`config.mk`:
```
export PLATFORM = sky130hd
export DESIGN_NAME = br_unit
export DESIGN_NICKNAME = d
export VERILOG_FILES = /design/src/rtl/br_pkg.sv /design/src/rtl/br_cond_eval.sv /design/src/rtl/br_target.sv /design/src/rtl/br_deposit.sv /design/src/rtl/br_unit.sv
export SDC_FILE = /design/constraint.sdc
export NUM_CORES = 1
export LEC_CHECK = 0
export BUFFER_PORTS_ARGS = -buffer_cell sky130_fd_sc_hd__buf_2
export CAP_MARGIN = 25
export CORE_MARGIN = 10
export CORE_UTILIZATION = 35
export CTS_BUF_LIST = sky130_fd_sc_hd__clkbuf_4 sky130_fd_sc_hd__clkbuf_8
export DETAILED_ROUTE_END_ITERATION = 7
export GPL_ROUTABILITY_DRIVEN = 1
export GPL_TIMING_DRIVEN = 1
export PLACE_DENSITY = 0.73
export SYNTH_ARGS = -nofsm -noshare
export SYNTH_HDL_FRONTEND = slang
export SYNTH_SLANG_ARGS = --single-unit
```
`constraint.sdc`:
```
create_clock -name clk -period 8.2 [get_ports clk]
set_input_delay 0.41 -clock clk [delete_from_list [all_inputs] [get_ports clk]]
set_output_delay 0.41 -clock clk [all_outputs]
set_load 0.03 [all_outputs]
```
`src/rtl/br_pkg.sv`:
```
// Shared types for the branch resolver: condition codes and flag layout.
package br_pkg;
    typedef enum logic [3:0] {
        CND_NPOS = 4'd0,
        CND_NNEG = 4'd1,
        CND_VCLR = 4'd2,
        CND_VSET = 4'd3,
        CND_CCLR = 4'd4,
        CND_CSET = 4'd5,
        CND_ZCLR = 4'd6,
        CND_ZSET = 4'd7,
        CND_ALW  = 4'd8,
        CND_SGT  = 4'd9,
        CND_SGE  = 4'd10,
        CND_SLT  = 4'd11,
        CND_SLE  = 4'd12,
        CND_UHI  = 4'd13,
        CND_ULS  = 4'd14,
        CND_NEVR = 4'd15
    } cond_e;

    typedef struct packed {
        logic n;
        logic v;
        logic z;
        logic c;
    } flags_t;
endpackage

```
`src/rtl/br_cond_eval.sv`:
```
// Condition evaluator: decides the branch outcome from the selector and flags.
// Assumes flags are already settled for the presented instruction; purely
// combinational. Under the stack-override prefix the always code tests the
// accumulator non-zero indication instead.
module br_cond_eval
    import br_pkg::*;
(
    input  logic [3:0] cond_sel,
    input  flags_t     fl,
    input  logic       pfx_s,
    input  logic       acc_nz,
    output logic       hit
);
    // Map each condition code onto its flag test.
    always_comb begin
        case (cond_e'(cond_sel))
            CND_NPOS: hit = ~fl.n;
            CND_NNEG: hit = fl.n;
            CND_VCLR: hit = ~fl.v;
            CND_VSET: hit = fl.v;
            CND_CCLR: hit = ~fl.c;
            CND_CSET: hit = fl.c;
            CND_ZCLR: hit = ~fl.z;
            CND_ZSET: hit = fl.z;
            CND_ALW:  hit = pfx_s ? acc_nz : 1'b1;
            CND_SGT:  hit = ~fl.z & (fl.n ~^ fl.v);
            CND_SGE:  hit = fl.n ~^ fl.v;
            CND_SLT:  hit = fl.n ^ fl.v;
            CND_SLE:  hit = fl.z | (fl.n ^ fl.v);
            CND_UHI:  hit = fl.c & ~fl.z;
            CND_ULS:  hit = ~fl.c | fl.z;
            default:  hit = 1'b0;
        endcase
    end
endmodule

```
`src/rtl/br_target.sv`:
```
// Target adder: sign-extends the short or long displacement and adds it to
// the fall-through address. Wraps modulo 2^ADDR_W. Assumes SHORT_W < ADDR_W.
module br_target #(
    parameter int ADDR_W  = 16,
    parameter int SHORT_W = 8,
    parameter int LONG_W  = 16
) (
    input  logic [ADDR_W-1:0] pc_next,
    input  logic [LONG_W-1:0] offset,
    input  logic              long_sel,
    output logic [ADDR_W-1:0] target
);
    localparam int SHORT_PAD = ADDR_W - SHORT_W;

    logic [ADDR_W-1:0] short_ext;
    logic [ADDR_W-1:0] long_ext;

    // Sign-extend the byte displacement.
    always_comb short_ext = {{SHORT_PAD{offset[SHORT_W-1]}}, offset[SHORT_W-1:0]};

    // Fit the long displacement to the address width.
    generate
        if (LONG_W >= ADDR_W) begin : g_long_trunc
            always_comb long_ext = offset[ADDR_W-1:0];
        end else begin : g_long_ext
            localparam int LONG_PAD = ADDR_W - LONG_W;
            always_comb long_ext = {{LONG_PAD{offset[LONG_W-1]}}, offset};
        end
    endgenerate

    // Add the selected displacement to the fall-through address.
    always_comb target = pc_next + (long_sel ? long_ext : short_ext);
endmodule

```
`src/rtl/br_deposit.sv`:
```
// Deposit formatter: builds the accumulator write word holding the boolean
// outcome, and reports whether the active accumulator is non-zero. In narrow
// mode the bits above the narrow width keep their present value.
module br_deposit #(
    parameter int DATA_W   = 16,
    parameter int NARROW_W = 8
) (
    input  logic [DATA_W-1:0] acc,
    input  logic              wide,
    input  logic              hit,
    output logic              acc_nz,
    output logic [DATA_W-1:0] wdata
);
    localparam int HI_W = DATA_W - NARROW_W;

    // Non-zero test over the active width only.
    always_comb acc_nz = wide ? (|acc) : (|acc[NARROW_W-1:0]);

    // Zero-extend the outcome over the active width.
    always_comb begin
        if (wide)
            wdata = {{(DATA_W-1){1'b0}}, hit};
        else
            wdata = {acc[DATA_W-1:NARROW_W], {(NARROW_W-1){1'b0}}, hit};
    end

    logic unused_hi;
    always_comb unused_hi = (HI_W > 0);
endmodule

```
`src/rtl/br_unit.sv`:
```
// Relative branch resolver top. Samples a presented branch every cycle and,
// one clock later, reports taken, next address and an optional accumulator
// write carrying the condition outcome. Assumes the core holds inputs stable
// across the sampling edge; synchronous active-low reset.
module br_unit #(
    parameter int ADDR_W   = 16,
    parameter int DATA_W   = 16,
    parameter int NARROW_W = 8,
    parameter int SHORT_W  = 8,
    parameter int LONG_W   = 16
) (
    input  logic              clk,
    input  logic              rst_n,
    input  logic              op_valid,
    input  logic [3:0]        op_cond,
    input  logic [3:0]        flags,
    input  logic [DATA_W-1:0] acc,
    input  logic              acc_wide,
    input  logic [ADDR_W-1:0] pc_next,
    input  logic [LONG_W-1:0] offset,
    input  logic              pfx_s,
    input  logic              pfx_w,
    output logic              br_taken,
    output logic [ADDR_W-1:0] br_next_pc,
    output logic              acc_we,
    output logic [DATA_W-1:0] acc_wdata
);
    import br_pkg::*;

    logic              acc_nz;
    logic              hit;
    logic [ADDR_W-1:0] target;
    logic [DATA_W-1:0] dep_word;
    logic              take_d;
    logic              wr_d;

    br_cond_eval u_cond (
        .cond_sel (op_cond),
        .fl       (flags_t'(flags)),
        .pfx_s    (pfx_s),
        .acc_nz   (acc_nz),
        .hit      (hit)
    );

    br_target #(
        .ADDR_W  (ADDR_W),
        .SHORT_W (SHORT_W),
        .LONG_W  (LONG_W)
    ) u_tgt (
        .pc_next  (pc_next),
        .offset   (offset),
        .long_sel (pfx_w),
        .target   (target)
    );

    br_deposit #(
        .DATA_W   (DATA_W),
        .NARROW_W (NARROW_W)
    ) u_dep (
        .acc    (acc),
        .wide   (acc_wide),
        .hit    (hit),
        .acc_nz (acc_nz),
        .wdata  (dep_word)
    );

    // Qualify outcome and write request with the branch strobe.
    always_comb begin
        take_d = op_valid & hit;
        wr_d   = op_valid & pfx_s;
    end

    // Register the resolved branch and the deposit.
    always_ff @(posedge clk) begin
        if (!rst_n) begin
            br_taken   <= 1'b0;
            br_next_pc <= '0;
            acc_we     <= 1'b0;
            acc_wdata  <= '0;
        end else begin
            br_taken   <= take_d;
            br_next_pc <= take_d ? target : pc_next;
            acc_we     <= wr_d;
            acc_wdata  <= wr_d ? dep_word : '0;
        end
    end
endmodule

```
==> flow_metrics.py <==
metrics = {
    "outcome": {
        "outcome": "finished, final reports clean",
    },
    "yosys": {
        "synth_area_leaders": "dfxtp_1 28%, ha_1 9.9%, mux2i_1 7.4%",
        "synth_edf_count": 0,
        "synthArstFlopShare": 0,
        "synth.largest_area_cell": "dfxtp_1",
        "syn_inst": 228,
        "synth_common_cells": "27 x dfxtp_1, 23 x nand2_1, 20 x nor2_1, 15 x ha_1",
        "synth_top_cell_area_share": 0.285,
        "yosysMostFrequentCell": "dfxtp_1",
        "synth_ff_type": "dfxtp_1",
        "synth-seq-cells": 27,
        "synth_cell_types": 50,
        "ys_seq_area_frac": 0.285,
        "syn_avg_cell_area_um2": 8.32,
        "yosys_warnings": 0,
        "syn_area_mm2": 0.00190,
    },
    "place": {
        "numPortBuffers": 88,
        "placed_area_mm2": 0.00236,
        "hpwl_um": 4750,
        "place.gp.congestion": 0.899,
    },
    "clock_network": {
        "cts_setup_buffers": 0,
        "cts-htree-levels": 1,
        "cts_root_buf": "clkbuf_8",
        "clockBufferDepth": 2,
        "cts.sinks": 27,
        "cts_buffers": 3,
        "path_clk_slew_ns": 0.09,
        "cts_tree": "yes",
        "hold_buffers": 0,
        "cts_resized": 0,
    },
    "floorplanning": {
        "num_rows": 26,
        "die_area_mm2": 0.00877,
        "core_area_mm2": 0.00517,
        "fp.dieW_um": 93.6,
        "die_h_um": 93.6,
        "initial_core_util": 0.367,
        "ioPinCount": 96,
    },
    "critical_path": {
        "worst_setup_path_start_kind": "primary input",
        "crit_required_ns": 8.39,
        "arrival_ns": 2.81,
        "worstSetupPathType": "in2reg",
        "path_max_fanout": 9,
        "crit_path_end_kind": "register",
    },
    "finish": {
        "design_area_mm2": 0.00241,
        "n_antenna_cell": 0,
        "nets": 392,
        "syn_to_final_growth_pct": 27.0,
        "drive_gt1_frac": 0.313,
    },
    "sta": {
        "hold_viol": 0,
        "setup_viol": 0,
        "maxSlewViolCount": 0,
        "min_period_ns": 2.62,
        "rsz0062_at_grt": "no",
        "timing.setup.tns_ns": 0,
        "timing.final.crit_share": 0.319,
        "max_freq_ghz": 0.382,
    },
    "drt": {
        "route.detailed.drc": 0,
        "drt-vias-per-instance": 4.98,
        "wirelength_um": 5500,
        "wl_per_cell_um": 14.4,
        "num_vias": 1907,
        "initialDrtViolationCount": 88,
        "firstDrtPassIters": 4,
        "ant_nets": 0,
    },
    "global_routing": {
        "grt_pass1_wl_um": 8910,
        "grt_max_degree": 22,
        "grt_pass1_vias": 1948,
        "grt_usage": 0.122,
        "grt-ovfl-total": 0,
        "antenna_found_initial": 0,
    },
    "power_and_ir_drop": {
        "leakage_uw": 0.00126,
        "ir_worst_vdd_mv": 0.0545,
        "design_power_total_uw": 355,
        "powerDensity_mw_per_mm2": 147,
    },
    "run": {
        "cap_violations": 0,
    },
    "hold_path": {
        "min_path_type": "in2reg",
    },
}
==> placed cells by master, fill, tap and decap left out, drive strengths merged, types with 2 or more instances in the layout <==
master,synthesis,routed
buf,11,89
dfxtp,27,27
nand2,23,23
nor2,20,20
ha,15,15
a21oi,15,15
xnor2,14,14
mux2i,14,14
o21ai,11,11
and2,9,9
inv,8,8
conb,1,7
nand3,6,6
nor2b,4,4
and3,3,3
a21o,3,3
nor4,3,3
a21boi,3,3
nor3,3,3
clkbuf,3,3
nand2b,2,2
a211oi,2,2
nor3b,2,2
o211ai,2,2
o2111ai,2,2
o221ai,2,2
or2,2,2
==> area by class of cell <==
| class | instances | area (µm²) |
|---|---|---|
| clock inverters | 1 | 5.00 |
| multi-input cells | 185 | 1260 |
| inverters | 8 | 30.0 |
| fillers | 538 | 2760 |
| repair buffers | 89 | 448 |
| clock buffers | 3 | 41.3 |
| flip-flops and latches | 27 | 541 |
| well taps | 70 | 87.6 |
==> report_power, final <==
| group | switching, µW | internal (µW) | leakage [µW] |
|---|---|---|---|
| Sequential | 2.04 | 140 | 0.000223 |
| Clock | 38.5 | 33.9 | 0.0000255 |
| Combinational | 82.8 | 57.7 | 0.00101 |
| Total | 123 | 231 | 0.00126 |
==> metrics by stage <==
step	setup WS, ns	utilization	cells	hold slack, ns
floorplan	5.34	-	234	0.529
global placement	5.39	0.457	379	0.633
detailed placement	5.34	0.457	379	0.639
CTS	5.61	0.466	383	0.353
global route	5.42	0.466	383	0.364
finish	5.58	0.466	383	0.359
==> sequential cells by signal, summed over array words and instances, names as in the netlist <==
register    flops
acc_we          1
br_next_pc     16
acc_wdata       9
br_taken        1
==> critical path: stages <==
cell and delay [ns]:
buf_2 0.15, nand2b_1 0.25, nand2_1 0.09, ha_1 0.39, nand2_1 0.07, o21ai_0 0.22, a31o_2 0.20, a21oi_2 0.05
o311a_1 0.36, or4_1 0.47, a21oi_1 0.15
==> path summary, 6_finish.rpt <==
check	slack (ns)	cells after the start	end	start
worst min-delay path	0.36	2	acc_wdata[13]$_SDFF_PP0_	acc[13]
worst max-delay path	5.58	11	br_next_pc[15]$_SDFF_PN0_	pfx_w
==> cell families after synthesis <==
logic type | after synthesis | share of synthesized area
simple gates | 84 | 0.221
compound gates | 49 | 0.175
flops | 27 | 0.285
buf+inv | 22 | 0.0646
fa+ha+maj | 16 | 0.109
xor+xnor | 15 | 0.0692
mux | 14 | 0.0738
other cells | 1 | 0.00198
==> metal layers <==
layer / up-vias / global-route usage / share of wire
met5: - / 0 / 0
met4: 0 / 0.0342 / 0.0093
met3: 4 / 0.0432 / 0.12
met2: 80 / 0.207 / 0.45
met1: 863 / 0.141 / 0.42
li1: 960 / - / -
(Power assumes the default switching activity.)
